==> src/rtl/cfgld_pkg.sv <==
package cfgld_pkg;

  typedef enum logic [3:0] {
    S_IDLE, S_RESET_LOW, S_WAIT_FIRST, S_CHECK_STATUS, S_PRESENT,
    S_CLK_HIGH, S_CLK_LOW, S_FINAL_CLK, S_WAIT_DONE, S_DONE_OK, S_FAIL
  } cfgld_state_e;

  // nanoseconds to system cycles, rounded up, never below one
  function automatic int unsigned ns_to_cycles(longint unsigned ns, longint unsigned hz);
    longint unsigned c;
    c = (ns * hz + 64'd999_999_999) / 64'd1_000_000_000;
    if (c == 0) c = 1;
    return 32'(c);
  endfunction

  // clock pulses given to each data byte
  function automatic int unsigned pulses_per_byte(logic secure);
    return secure ? 32'd4 : 32'd1;
  endfunction

endpackage

==> src/rtl/cfgld_timer.sv <==
module cfgld_timer #(
  parameter int W = 16
) (
  input  logic         clk,
  input  logic         rst_n,
  input  logic         load_i,
  input  logic [W-1:0] val_i,
  output logic         expired_o
);
  logic [W-1:0] cnt;

  always_ff @(posedge clk or negedge rst_n) begin
    if (!rst_n)          cnt <= '0;
    else if (load_i)     cnt <= val_i;
    else if (cnt != '0)  cnt <= cnt - 1'b1;
  end

  assign expired_o = (cnt == '0);
endmodule

==> src/rtl/cfgld_byte_ctr.sv <==
module cfgld_byte_ctr #(
  parameter int W = 16
) (
  input  logic         clk,
  input  logic         rst_n,
  input  logic         clear_i,
  input  logic         inc_i,
  input  logic [W-1:0] total_i,
  output logic [W-1:0] count_o,
  output logic         last_o
);
  always_ff @(posedge clk or negedge rst_n) begin
    if (!rst_n)       count_o <= '0;
    else if (clear_i) count_o <= '0;
    else if (inc_i)   count_o <= count_o + 1'b1;
  end

  assign last_o = (count_o == total_i);
endmodule

==> src/rtl/par_cfg_loader.sv <==
module par_cfg_loader
  import cfgld_pkg::*;
#(
  parameter longint unsigned CLK_HZ    = 125_000_000,
  parameter longint unsigned RST_NS    = 5_000,
  parameter longint unsigned SETTLE_NS = 100_000,
  parameter longint unsigned PHASE_NS  = 5,
  parameter longint unsigned DONE_NS   = 100_000,
  parameter int              CNT_W     = 16,
  parameter int              DATA_W    = 8
) (
  input  logic              clk,
  input  logic              rst_n,
  input  logic              start_i,
  input  logic              secure_i,
  input  logic [CNT_W-1:0]  byte_count_i,
  input  logic [DATA_W-1:0] in_data_i,
  input  logic              in_valid_i,
  output logic              in_ready_o,
  input  logic              tgt_ok_i,
  input  logic              tgt_done_i,
  output logic              tgt_rst_n_o,
  output logic              tgt_clk_o,
  output logic [DATA_W-1:0] tgt_data_o,
  output logic              abort_o,
  output logic              busy_o,
  output logic              ok_o,
  output logic              fail_o,
  output logic [CNT_W-1:0]  sent_count_o
);
  localparam int unsigned RST_CYC    = ns_to_cycles(RST_NS, CLK_HZ);
  localparam int unsigned SETTLE_CYC = ns_to_cycles(SETTLE_NS, CLK_HZ);
  localparam int unsigned PHASE_CYC  = ns_to_cycles(PHASE_NS, CLK_HZ);
  localparam int unsigned DONE_CYC   = ns_to_cycles(DONE_NS, CLK_HZ);
  localparam int unsigned MAX_A      = (RST_CYC > SETTLE_CYC) ? RST_CYC : SETTLE_CYC;
  localparam int unsigned MAX_B      = (PHASE_CYC > DONE_CYC) ? PHASE_CYC : DONE_CYC;
  localparam int unsigned MAX_CYC    = (MAX_A > MAX_B) ? MAX_A : MAX_B;
  localparam int          TW         = $clog2(MAX_CYC + 1);
  localparam logic [TW-1:0] RST_LD    = TW'(RST_CYC - 1);
  localparam logic [TW-1:0] SETTLE_LD = TW'(SETTLE_CYC - 1);
  localparam logic [TW-1:0] PHASE_LD  = TW'(PHASE_CYC - 1);
  localparam logic [TW-1:0] DONE_LD   = TW'(DONE_CYC - 1);

  cfgld_state_e       state, nxt;
  logic               secure_q;
  logic [CNT_W-1:0]   total_q;
  logic [DATA_W-1:0]  data_q;
  logic [1:0]         pulses_left;
  logic               abort_q;

  // named internal events
  logic               start_go, byte_accept, status_err, done_good, done_bad;
  logic               tmr_load, tmr_expired, last_byte, extra_pulse;
  logic [TW-1:0]      tmr_val;

  assign start_go    = start_i && (state == S_IDLE || state == S_DONE_OK || state == S_FAIL);
  assign in_ready_o  = (state == S_CHECK_STATUS) && tgt_ok_i;
  assign byte_accept = in_ready_o && in_valid_i;
  assign status_err  = (state == S_CHECK_STATUS) && !tgt_ok_i;
  assign done_good   = (state == S_WAIT_DONE) && tmr_expired && tgt_done_i;
  assign done_bad    = (state == S_WAIT_DONE) && tmr_expired && !tgt_done_i;
  assign extra_pulse = (state == S_CLK_LOW) && tmr_expired && (pulses_left != 2'd0);

  cfgld_timer #(.W(TW)) u_timer (
    .clk(clk), .rst_n(rst_n), .load_i(tmr_load), .val_i(tmr_val), .expired_o(tmr_expired)
  );

  cfgld_byte_ctr #(.W(CNT_W)) u_ctr (
    .clk(clk), .rst_n(rst_n), .clear_i(start_go), .inc_i(byte_accept),
    .total_i(total_q), .count_o(sent_count_o), .last_o(last_byte)
  );

  always_comb begin
    nxt      = state;
    tmr_load = 1'b0;
    tmr_val  = '0;
    case (state)
      S_IDLE, S_DONE_OK, S_FAIL: begin
        if (start_i) begin
          if (byte_count_i == '0) nxt = S_FAIL;
          else begin nxt = S_RESET_LOW; tmr_load = 1'b1; tmr_val = RST_LD; end
        end
      end
      S_RESET_LOW: if (tmr_expired) begin
        nxt = S_WAIT_FIRST; tmr_load = 1'b1; tmr_val = SETTLE_LD;
      end
      S_WAIT_FIRST: if (tmr_expired) nxt = S_CHECK_STATUS;
      S_CHECK_STATUS: begin
        if (status_err) nxt = S_FAIL;
        else if (byte_accept) begin nxt = S_PRESENT; tmr_load = 1'b1; tmr_val = PHASE_LD; end
      end
      S_PRESENT: if (tmr_expired) begin
        nxt = S_CLK_HIGH; tmr_load = 1'b1; tmr_val = PHASE_LD;
      end
      S_CLK_HIGH: if (tmr_expired) begin
        nxt = S_CLK_LOW; tmr_load = 1'b1; tmr_val = PHASE_LD;
      end
      S_CLK_LOW: if (tmr_expired) begin
        if (pulses_left != 2'd0) begin nxt = S_CLK_HIGH; tmr_load = 1'b1; tmr_val = PHASE_LD; end
        else if (last_byte)      begin nxt = S_FINAL_CLK; tmr_load = 1'b1; tmr_val = PHASE_LD; end
        else nxt = S_CHECK_STATUS;
      end
      S_FINAL_CLK: if (tmr_expired) begin
        nxt = S_WAIT_DONE; tmr_load = 1'b1; tmr_val = DONE_LD;
      end
      S_WAIT_DONE: if (tmr_expired) nxt = tgt_done_i ? S_DONE_OK : S_FAIL;
      default: nxt = S_IDLE;
    endcase
  end

  always_ff @(posedge clk or negedge rst_n) begin
    if (!rst_n) begin
      state       <= S_IDLE;
      secure_q    <= 1'b0;
      total_q     <= '0;
      data_q      <= '0;
      pulses_left <= 2'd0;
      abort_q     <= 1'b0;
    end else begin
      state <= nxt;
      if (start_go) begin
        secure_q <= secure_i;
        total_q  <= byte_count_i;
      end
      if (byte_accept) begin
        data_q      <= in_data_i;
        pulses_left <= 2'(pulses_per_byte(secure_q) - 1);
      end else if (extra_pulse) begin
        pulses_left <= pulses_left - 2'd1;
      end
      if (start_go)                    abort_q <= 1'b0;
      else if (status_err || done_bad) abort_q <= 1'b1;
    end
  end

  assign tgt_rst_n_o = (state != S_RESET_LOW);
  assign tgt_clk_o   = (state == S_CLK_HIGH) || (state == S_FINAL_CLK) || (state == S_WAIT_DONE);
  assign tgt_data_o  = data_q;
  assign abort_o     = abort_q;
  assign ok_o        = (state == S_DONE_OK);
  assign fail_o      = (state == S_FAIL);
  assign busy_o      = !(state == S_IDLE || state == S_DONE_OK || state == S_FAIL);

  // ---------------- assertions ----------------
  localparam int PW = $clog2(PHASE_CYC + 2) + 1;
  logic          clk_d;
  logic [PW-1:0] run_len;
  always_ff @(posedge clk or negedge rst_n) begin
    if (!rst_n) begin
      clk_d   <= 1'b0;
      run_len <= '0;
    end else begin
      clk_d <= tgt_clk_o;
      if (tgt_clk_o != clk_d)  run_len <= PW'(1);
      else if (run_len != '1)  run_len <= run_len + 1'b1;
    end
  end

  p_phase_min_r3: assert property (@(posedge clk) disable iff (!rst_n)
    (tgt_clk_o != clk_d) |-> (run_len >= PW'(PHASE_CYC)));
  p_data_stable_r3: assert property (@(posedge clk) disable iff (!rst_n)
    (tgt_clk_o && !byte_accept) |=> $stable(tgt_data_o));
  p_status_stop_r5: assert property (@(posedge clk) disable iff (!rst_n)
    status_err |=> (fail_o && abort_o && !tgt_clk_o));
  p_frozen_count_r5: assert property (@(posedge clk) disable iff (!rst_n)
    (fail_o && !start_i) |=> $stable(sent_count_o));
  p_done_bad_r6: assert property (@(posedge clk) disable iff (!rst_n)
    done_bad |=> (fail_o && abort_o));
  p_zero_count_r7: assert property (@(posedge clk) disable iff (!rst_n)
    (start_go && byte_count_i == '0) |=> (fail_o && !abort_o && tgt_rst_n_o && !tgt_clk_o));
  p_ready_clk_low_r8: assert property (@(posedge clk) disable iff (!rst_n)
    in_ready_o |-> !tgt_clk_o);
  p_excl_r9: assert property (@(posedge clk) disable iff (!rst_n)
    !(ok_o && fail_o) && !(busy_o && (ok_o || fail_o)));
  p_ok_sticky_r9: assert property (@(posedge clk) disable iff (!rst_n)
    (ok_o && !start_i) |=> ok_o);
  p_fail_sticky_r9: assert property (@(posedge clk) disable iff (!rst_n)
    (fail_o && !start_i) |=> fail_o);
endmodule

==> config.mk <==
export PLATFORM = sky130hd
export DESIGN_NAME = par_cfg_loader
export DESIGN_NICKNAME = d
export VERILOG_FILES = /design/src/rtl/cfgld_pkg.sv /design/src/rtl/cfgld_timer.sv /design/src/rtl/cfgld_byte_ctr.sv /design/src/rtl/par_cfg_loader.sv
export SDC_FILE = /design/constraint.sdc
export NUM_CORES = 1
export LEC_CHECK = 0
export BUFFER_PORTS_ARGS = -buffer_cell sky130_fd_sc_hd__buf_2
export CELL_PAD_IN_SITES_DETAIL_PLACEMENT = 1
export CELL_PAD_IN_SITES_GLOBAL_PLACEMENT = 2
export CORE_AREA = 2 2 71 140
export DETAILED_ROUTE_END_ITERATION = 8
export DIE_AREA = 0 0 73 142
export PLACE_DENSITY = 0.89
export SETUP_SLACK_MARGIN = 0.5
export SYNTH_ARGS = -nofsm -noshare
export SYNTH_HDL_FRONTEND = slang
export SYNTH_SLANG_ARGS = --single-unit
==> constraint.sdc <==
create_clock -name clk -period 5.35 [get_ports clk]
set_input_delay 0.8025 -clock clk [delete_from_list [all_inputs] [get_ports clk]]
set_output_delay 0.8025 -clock clk [all_outputs]
set_load 0.02 [all_outputs]
==> impl_metrics.yaml, run 1 <==
power_and_ir_drop:
  p_clk_share_pct: 26.7
  intPower_uw: 1370
  seqPwrFrac_pct: 36.7
  p_switching_uw: 851
  switching_share_pct: 38.3
  p_total_uw: 2220
  pwr-share-comb_pct: 36.6
  power.density_nw_per_um2: 549
  leakage_uw: 0.00188
  ir_worst_vdd_mv: 0.284
sta:
  whs_ps: 473
  hold_viol_final: 0
  tns_ps: 0
  finalSetupViolCount: 0
  finalCritPeriodShare_pct: 52.4
  slew-limit-headroom_pct: 30.4
  fmax_mhz: 356
  finalMaxSlewViolations: 0
  finClkSkew_ps: 4.13
  rsz0062_at_grt: "no"
  min_period_ps: 2810
  setup_slack_ps: 2540
  tightestPinTransition_ps: 1040
floorplanning:
  initial_core_util_pct: 36.0
  ios: 62
  core-area_um2: 9320
  die_width_um: 73
  fp.dieH_um: 142
  die-area_um2: 10400
  row_count: 50
finish:
  insertedDiodeCount: 0
  most-common-layout-cells: "dfrtp_1, buf_2, nand2_1, nor2_1, xnor2_1"
  fin_util_pct: 43.5
  nNetsFinal: 443
  area_growth_pct: 20.8
  final_common_cell: "dfrtp_1"
  drive_above_1_share_pct: 25.4
critical_path:
  worstRegToRegCells: 6
  rrSetupSlack_ps: 2540
  path_class: "reg -> reg"
  cp.required_ps: 5570
  worstPathBufferInverterCount: 0
  critPathCaptureType: "flop"
  crit_cells: 6
  critical_path.top_delay_family: "compound AO/OA/AOI/OAI gates"
  reg2reg_to: "u_timer.cnt[4]"
  path_max_fanout: 20
  crit_chain: "and3b_1 > a21oi_2 > nor2_1 > a222oi_1 > a21boi_2 > o21ba_1"
  crit_slowest_cell: "a222oi_1"
  rr_startpoint: "state[0]"
  cpPeakStageDelay_ps: 950
  worstPathArrival_ps: 3030
  cp-start-kind: "flop"
logic_synthesis:
  yosysSeqAreaShare_pct: 46.2
  synth_top_area_share_pct: 46.2
  synth_area_leaders: "dfrtp_1, xnor2_1, mux2_2"
  async_flop_share_pct: 100
  postSynthCellCount: 349
  synth_edf_count: 0
  yosys_warnings: 0
  synth_flop_cell: "dfrtp_1"
  synth_fp_nets: 383
  synth_area_leader_cell: "dfrtp_1"
  synth_cell_types: 54
  avgSynthCellArea_um2: 9.62
  syn_area_um2: 3360
  synth-seq-cells: 62
placement:
  place.gp.congestion: 0.866
  dpl_worst_slack_ps: 2370
  place_hpwl_um: 7050
  port_buffers: 61
cts:
  hold_buffers: 0
  cts_buffer_depth: 2
  post_cts_buffers: 0
  clk_pin_slew_ps: 50
  root_buffer: "clkbuf_16"
  cts_max_level: 3
  ctsResizeCount: 0
  clock-sinks: 62
  cts_tree: "built"
  cts_made_buffers: 9
  clk_latency_ps: 330
hold_path:
  min_from: "tgt_data_o[3]"
  holdPathEnd: "tgt_data_o[3]"
  hold_depth: 2
  hold_class: "reg -> reg"
global_routing:
  grt_overflow_total: 0
  grt_usage_pct: 19.8
  antenna_found_initial: 0
  grt_pass1_wl_um: 15400
  grt_max_degree: 63
  grt_pass1_vias: 3032
drt:
  dr.pass1.iters: 4
  routed_via_density: 5.34
  route.detailed.drc: 0
  wire_per_inst_um: 18.3
  num_vias: 2767
  postRouteAntennaNets: 0
  drt-total-wl_um: 9490
  drt-initial-drc-count: 118
flow_run:
  drv_cap: 0
status:
  status: "complete, no violations"
registers in the layout (all words and copies together) (netlist names):
name and count:
pulses_left 2, total_q 16, state 4, abort_o 1
tgt_data_o 8, u_timer.cnt 14, secure_q 1, u_ctr.count_o 16
synthesized netlist by cell type (3+ instances only):
cell / number
nor2b_1: 3
nor2_1: 39
dfrtp_1: 62
nand4_1: 9
mux2_2: 17
nand3_1: 17
xor2_1: 13
o21ai_0: 13
nand2_1: 46
nor3_1: 9
nor4_1: 4
and3_1: 8
clkbuf_1: 10
inv_1: 11
nor3b_1: 3
a21oi_1: 13
xnor2_1: 28
ha_1: 3
how the worst max path moves through the flow:
stage / from / slack [ps] / to
floorplan: tgt_ok_i / 3030 / u_timer.cnt[4]
global placement: byte_count_i[9] / 2520 / u_timer.cnt[4]
CTS: state[0] / 2520 / u_timer.cnt[4]
finish: state[0] / 2540 / u_timer.cnt[4]
global route: state[0] / 2360 / u_timer.cnt[6]
detailed placement: byte_count_i[9] / 2370 / u_timer.cnt[4]
kinds of logic after synthesis:
family	share of synthesized area (%)
AOI/OAI and AO/OA	8.84
DFF	46.2
xor gates and xnor gates	10.7
buffers and inverters	3.09
muxes	6.00
and+or+nand+nor	24.0
adders and majority gates	1.12
power by group through the flow:
stage / registers [µW] / logic [µW] / clock network [µW]
after floorplan: 789 / 601 / 0
after global placement: 812 / 798 / 0
after detailed placement: 824 / 819 / 0
after CTS: 818 / 826 / 605
after global routing: 844 / 904 / 625
final: 816 / 815 / 594
layer usage:
| layer | track usage, % | up-vias | routed length, µm |
|---|---|---|---|
| li1 | - | 1326 | - |
| met1 | 20.7 | 1383 | 3510 |
| met2 | 37.1 | 49 | 5560 |
| met3 | 3.90 | 9 | 239 |
| met4 | 7.89 | 0 | 182 |
| met5 | 0 | - | 0 |
tightest hold or removal path, delay by kind of cell, from the launching register on:
kind | cells | cell delay (ps)
flops | 1 | 340
simple gates | 2 | 100
per-stage QoR:
stage | instance area, µm² | std cells
global route | 4050 | 518
detailed placement | 3750 | 502
CTS | 4050 | 518
global placement | 3750 | 502
finish | 4050 | 518
floorplan | 3360 | 349
final cells by class:
| cell class | count | area (µm²) |
|---|---|---|
| fill | 1077 | 5270 |
| clock buffer | 13 | 260 |
| sequential | 62 | 1550 |
| multi-input combinational | 262 | 1710 |
| clock inverter | 3 | 42.5 |
| tap | 104 | 130 |
| inverter | 11 | 41.3 |
| timing repair buffer | 63 | 320 |
(Power assumes the default switching activity.)
==> inputs of run 2 (changes only) <==
Settings changed: CORE_AREA 2 2 71 140 to 2 2 74 146, DIE_AREA 0 0 73 142 to 0 0 76 148, PLACE_DENSITY 0.89 to 0.83.
Clock period 5.35 ns to 2.95 ns, I/O delays scaled along.
==> impl_metrics.yaml, run 2 (synthesis gave the netlist of run 1 again) <==
status:
  status: "complete, no violations"
global_routing:
  grt_max_degree: 63
  grt_overflow_total: 0
  grt_usage_pct: 18.2
  antenna_found_initial: 0
  grt_pass1_wl_um: 15900
  grt_pass1_vias: 3026
finish:
  stdcell_count: 554
  nNetsFinal: 448
  insertedDiodeCount: 0
  multiInputGateArea_um2: 1720
  drive_above_1_share_pct: 27.7
  reg.largest.list: "total_q: 16 flops, u_ctr.count_o: 16 flops, u_timer.cnt: 14 flops"
  fin_util_pct: 40.8
  most-common-layout-cells: "buf_2, dfrtp_1, nand2_1, nor2_1, xnor2_1"
  area_growth_pct: 22.6
  seqCellArea_um2: 1550
  fill_cells: 1187
  final_common_cell: "buf_2"
power_and_ir_drop:
  p_total_uw: 3960
  leakage_uw: 0.00189
  intPower_uw: 2390
  power.density_nw_per_um2: 964
  switching_share_pct: 39.7
  pwr-share-comb_pct: 38.2
  ir_worst_vdd_mv: 0.542
  seqPwrFrac_pct: 37.2
  p_clk_share_pct: 24.7
  p_switching_uw: 1580
cts:
  hold_buffers: 0
  clock-sinks: 62
  clk_latency_ps: 340
  cts_made_buffers: 9
  root_buffer: "clkbuf_16"
  cts_tree: "built"
  cts_max_level: 3
  clk_pin_slew_ps: 60
  cts_buffer_depth: 2
sta:
  finalMaxSlewViolations: 0
  fmax_mhz: 440
  tns_ps: 0
  min_period_ps: 2270
  finalCritPeriodShare_pct: 77.0
  finalSetupViolCount: 0
  slew-limit-headroom_pct: 45.2
  hold_viol_final: 0
  finClkSkew_ps: 8.53
  whs_ps: 265
  rsz0062_at_grt: "no"
  tightestPinTransition_ps: 822
placement:
  place_hpwl_um: 7420
  port_buffers: 61
  placedCellCount: 538
  place.gp.congestion: 0.785
floorplanning:
  row_count: 52
  die-area_um2: 11200
  ios: 62
  fp.dieH_um: 148
  initial_core_util_pct: 33.3
  die_width_um: 76
  core-area_um2: 10100
drt:
  drt-initial-drc-count: 110
  drt-total-wl_um: 9730
  dr.pass1.iters: 4
  route.detailed.drc: 0
  routed_via_density: 4.98
  wire_per_inst_um: 17.6
  postRouteAntennaNets: 0
  num_vias: 2759
critical_path:
  cp-start-kind: "flop"
  path_max_fanout: 8
  critPathCaptureType: "flop"
  path_class: "reg -> reg"
  worstPathArrival_ps: 2490
  cp.required_ps: 3170
flow_run:
  drv_cap: 0
hold_path:
  hold_class: "in -> async"
==> run 2: cell types whose count changed in the layout (fill, tap and decap cells not counted), sizes merged <==
cell / change
clkbuf: -4
bufinv: -1
clkinvlp: +2
inv: +1
clkinv: +2
buf: +5
==> run 2: per-stage QoR <==
| step | area, µm² | setup slack (ps) |
|---|---|---|
| global route | 4110 | 537 |
| finish | 4110 | 679 |
| floorplan | 3360 | 825 |
| global placement | 3830 | 697 |
| detailed placement | 3830 | 607 |
| CTS | 4100 | 585 |
==> run 2: final timing paths <==
path / slack, ps / depth (start not counted) / end / start
worst max-delay path: 680 / 8 / u_timer.cnt[4] / u_timer.cnt[0]
worst min-delay path: 260 / 2 / u_ctr.count_o[11] / rst_n
worst max register to register: 680 / 8 / u_timer.cnt[4] / u_timer.cnt[0]
worst min register to register: 470 / 2 / tgt_data_o[0] / tgt_data_o[0]
max in group asynchronous: 2120 / 2 / total_q[3] / rst_n
min in group clk: 290 / 3 / tgt_data_o[0] / in_data_i[0]
==> run 2: final cells by class <==
type	count	area share (%)
multi-input cells	262	41.7
flip-flops and latches	62	37.8
repair buffers	68	8.70
clock buffers	9	5.48
well taps	135	4.11
clock inverters	7	1.22
inverters	11	1.00
==> run 2: metal layers <==
metal	vias to the layer above	wire [µm]	track usage, %
met4	0	190	7.00
met3	12	193	2.99
met1	1371	3490	17.7
li1	1337	-	-
met2	39	5850	37.2
met5	-	0	0
==> run 2: worst max-delay path, cell delays in order, from the launching register on <==
cell and delay [ps]:
dfrtp_1 390, inv_1 110, ha_1 180, nor4b_4 300, nand4_4 220, a222oi_1 330, buf_4 220, a21boi_2 220
o21ba_1 170
==> run 2: power by group through the flow <==
stage	Clock [µW]	Combinational, µW	Sequential, µW
finish	977	1510	1470
global route	1040	1670	1520
CTS	994	1530	1470
detailed placement	0	1530	1490
global placement	0	1490	1470
floorplan	0	1090	1430
==> run 2: repair_timing <==
action,in CTS,in global routing
resized for setup,0,4
setup endpoints to repair,0,11
setup buffers,0,0
==> inputs of run 3 (changes only) <==
Settings changed: ABC_AREA set to 1, CORE_AREA 2 2 74 146 to 2 2 83 165, DIE_AREA 0 0 76 148 to 0 0 85 167, PLACE_DENSITY 0.83 to 0.8.
Clock period 2.95 ns to 1.89 ns, I/O delays scaled along.
==> impl_metrics.yaml, run 3 <==
status:
  status: "complete, no violations"
floorplanning:
  row_count: 59
  ios: 62
  initial_core_util_pct: 27.5
  fp.dieH_um: 167
  die_width_um: 85
  core-area_um2: 12900
  die-area_um2: 14200
logic_synthesis:
  synth_cell_types: 38
  async_flop_share_pct: 100
  postSynthCellCount: 490
  synth_common_cells: "nand2_1, inv_1, dfrtp_1"
  synth_area_leaders: "dfrtp_1, nand2_1, inv_1"
  yosysSeqAreaShare_pct: 43.7
  synth_fp_nets: 524
  synth_top_area_share_pct: 43.7
  synth_area_leader_cell: "dfrtp_1"
  synth-seq-cells: 62
  synth_edf_count: 0
  synth_flop_cell: "dfrtp_1"
  avgSynthCellArea_um2: 7.25
  syn_area_um2: 3550
  yosys_warnings: 0
  synth.most_common_cell: "nand2_1"
finish:
  area_growth_pct: 60.1
  multiInputGateArea_um2: 2070
  insertedDiodeCount: 0
  fill_cells: 1524
  drive_above_1_share_pct: 44.1
  final_cell_area_um2: 5690
  nNetsFinal: 666
  final_common_cell: "nand2_1"
  fin_util_pct: 44.0
  seqCellArea_um2: 1570
  most-common-layout-cells: "nand2_1, inv_1, buf_2, buf_4, dfrtp_1"
  reg.largest.list: "total_q: 16 flops, u_ctr.count_o: 16 flops, u_timer.cnt: 14 flops"
power_and_ir_drop:
  power.density_nw_per_um2: 599
  ir_worst_vdd_mv: 0.542
  p_total_uw: 3410
  leakage_uw: 0.00298
global_routing:
  grt_pass1_vias: 4290
  grt_overflow_total: 0
  grt_usage_pct: 20.0
  grt_max_degree: 18
  antenna_found_initial: 0
  grt_pass1_wl_um: 21900
hold_path:
  hold_class: "in -> reg"
  hold_depth: 3
drt:
  routed_via_density: 4.84
  route.detailed.drc: 0
  dr.pass1.iters: 4
  num_vias: 3820
  drt-total-wl_um: 14200
  wire_per_inst_um: 17.9
  postRouteAntennaNets: 0
  drt-initial-drc-count: 136
critical_path:
  path_class: "reg -> reg"
  critical_path.top_delay_family: "simple AND/OR/NAND/NOR gates"
  cp.required_ps: 2120
  path_max_fanout: 7
  worstPathArrival_ps: 2040
  crit_slowest_cell: "dfrtp_2"
  reg2reg_to: "u_ctr.count_o[13]"
  crit_chain: "buf_4 > nand2_2 > inv_4 > nand2_4 > nand3_4 > buf_6 > nand2_8 > clkinvlp_4 > nor2_4 > nand2_1 > o31ai_1"
  worstRegToRegCells: 11
  crit_start: "state[3]"
  endpoint: "u_ctr.count_o[13]"
  critPathCaptureType: "flop"
  rrSetupSlack_ps: 90
  rr_startpoint: "state[3]"
  cp-start-kind: "flop"
  worstPathBufferInverterCount: 4
  crit_cells: 11
  cpPeakStageDelay_ps: 440
cts:
  root_buffer: "clkbuf_16"
  clk_latency_ps: 340
  cts_made_buffers: 9
  clock-sinks: 62
  clk_pin_slew_ps: 60
  cts_max_level: 3
  cts_buffer_depth: 2
  cts_tree: "built"
sta:
  min_period_ps: 1800
  rsz0062_at_grt: "yes"
  fmax_mhz: 555
  finalSetupViolCount: 0
  finClkSkew_ps: 10.7
  finalMaxSlewViolations: 0
  setup_slack_ps: 87.9
  tightestPinTransition_ps: 377
  hold_viol_final: 0
  finalCritPeriodShare_pct: 95.4
  tns_ps: 0
  slew-limit-headroom_pct: 74.9
placement:
  dpl_worst_slack_ps: -75.3
  place.gp.congestion: 0.870
  place_hpwl_um: 9710
  port_buffers: 61
  placed_cell_area_um2: 4230
flow_run:
  drv_cap: 0
## run 3: cell count changes after synthesis, moves of 3 or more
cell,previous run,this run
nand2_1,46,131
inv_1,11,89
o21ai_0,13,38
xnor2_1,28,3
mux2_2,17,0
nor2_1,39,54
and3_1,8,0
clkbuf_1,10,2
nand2_2,0,7
inv_2,0,3
nor2_4,0,3
nor2b_1,3,0
## run 3: how the worst min path moves through the flow
stage,start,to,slack [ps]
finish,in_data_i[7],tgt_data_o[7],140
global route,in_data_i[7],tgt_data_o[7],130
CTS,in_data_i[7],tgt_data_o[7],130
detailed placement,rst_n,total_q[12],220
global placement,rst_n,total_q[12],210
floorplan,rst_n,abort_o,-10
## run 3: final cells by class
| type | instances | area share, % |
|---|---|---|
| clock inverters | 7 | 2.24 |
| multi-input cells | 327 | 36.4 |
| repair buffers | 138 | 19.6 |
| well taps | 152 | 3.35 |
| clock buffers | 9 | 3.96 |
| inverters | 94 | 6.87 |
| flip-flops and latches | 62 | 27.6 |
## run 3: logic make-up (layout without fill, tap and decap cells)
kind of cell,after synthesis,in the layout,synth area share [%]
AND/OR/NAND/NOR,247,247,31.5
AO/OA/AOI/OAI,63,63,9.44
flip-flops,62,62,43.7
XOR/XNOR,14,14,3.45
buffers and inverters,101,248,10.9
adder cells (fa/ha/maj),3,3,1.06
## run 3: where the power goes
group	internal (µW)	switching (µW)
sequential	1330	0.770
clock	1310	673
combinational	36.8	57.7
## run 3: stage by stage
stage | hold slack, ps | instances
global route | 135 | 789
detailed placement | 218 | 715
global placement | 211 | 715
floorplan | -12.1 | 490
finish | 138 | 789
CTS | 132 | 769
## run 3: metal layers
layer  up-vias  track usage [%]  wire, µm
met1      1889             17.9      4510
li1       1810                -         -
met3        40             3.12       316
met5         -                0         0
met4         0             11.3       745
met2        81             39.9      8590
## run 3: timing repair
action,CTS,global route
setup endpoints to repair,68,68
buffers inserted,33,20
gates resized for setup,109,66
hold buffers,1,0
gates cloned,4,0
endpoints found under the hold margin,11,0
pin swaps,36,33
## run 3: worst min-delay path, delay by kind of cell
kind                   cells  cell delay [ps]
and+or+nand+nor            2               90
buffers and inverters      1               70
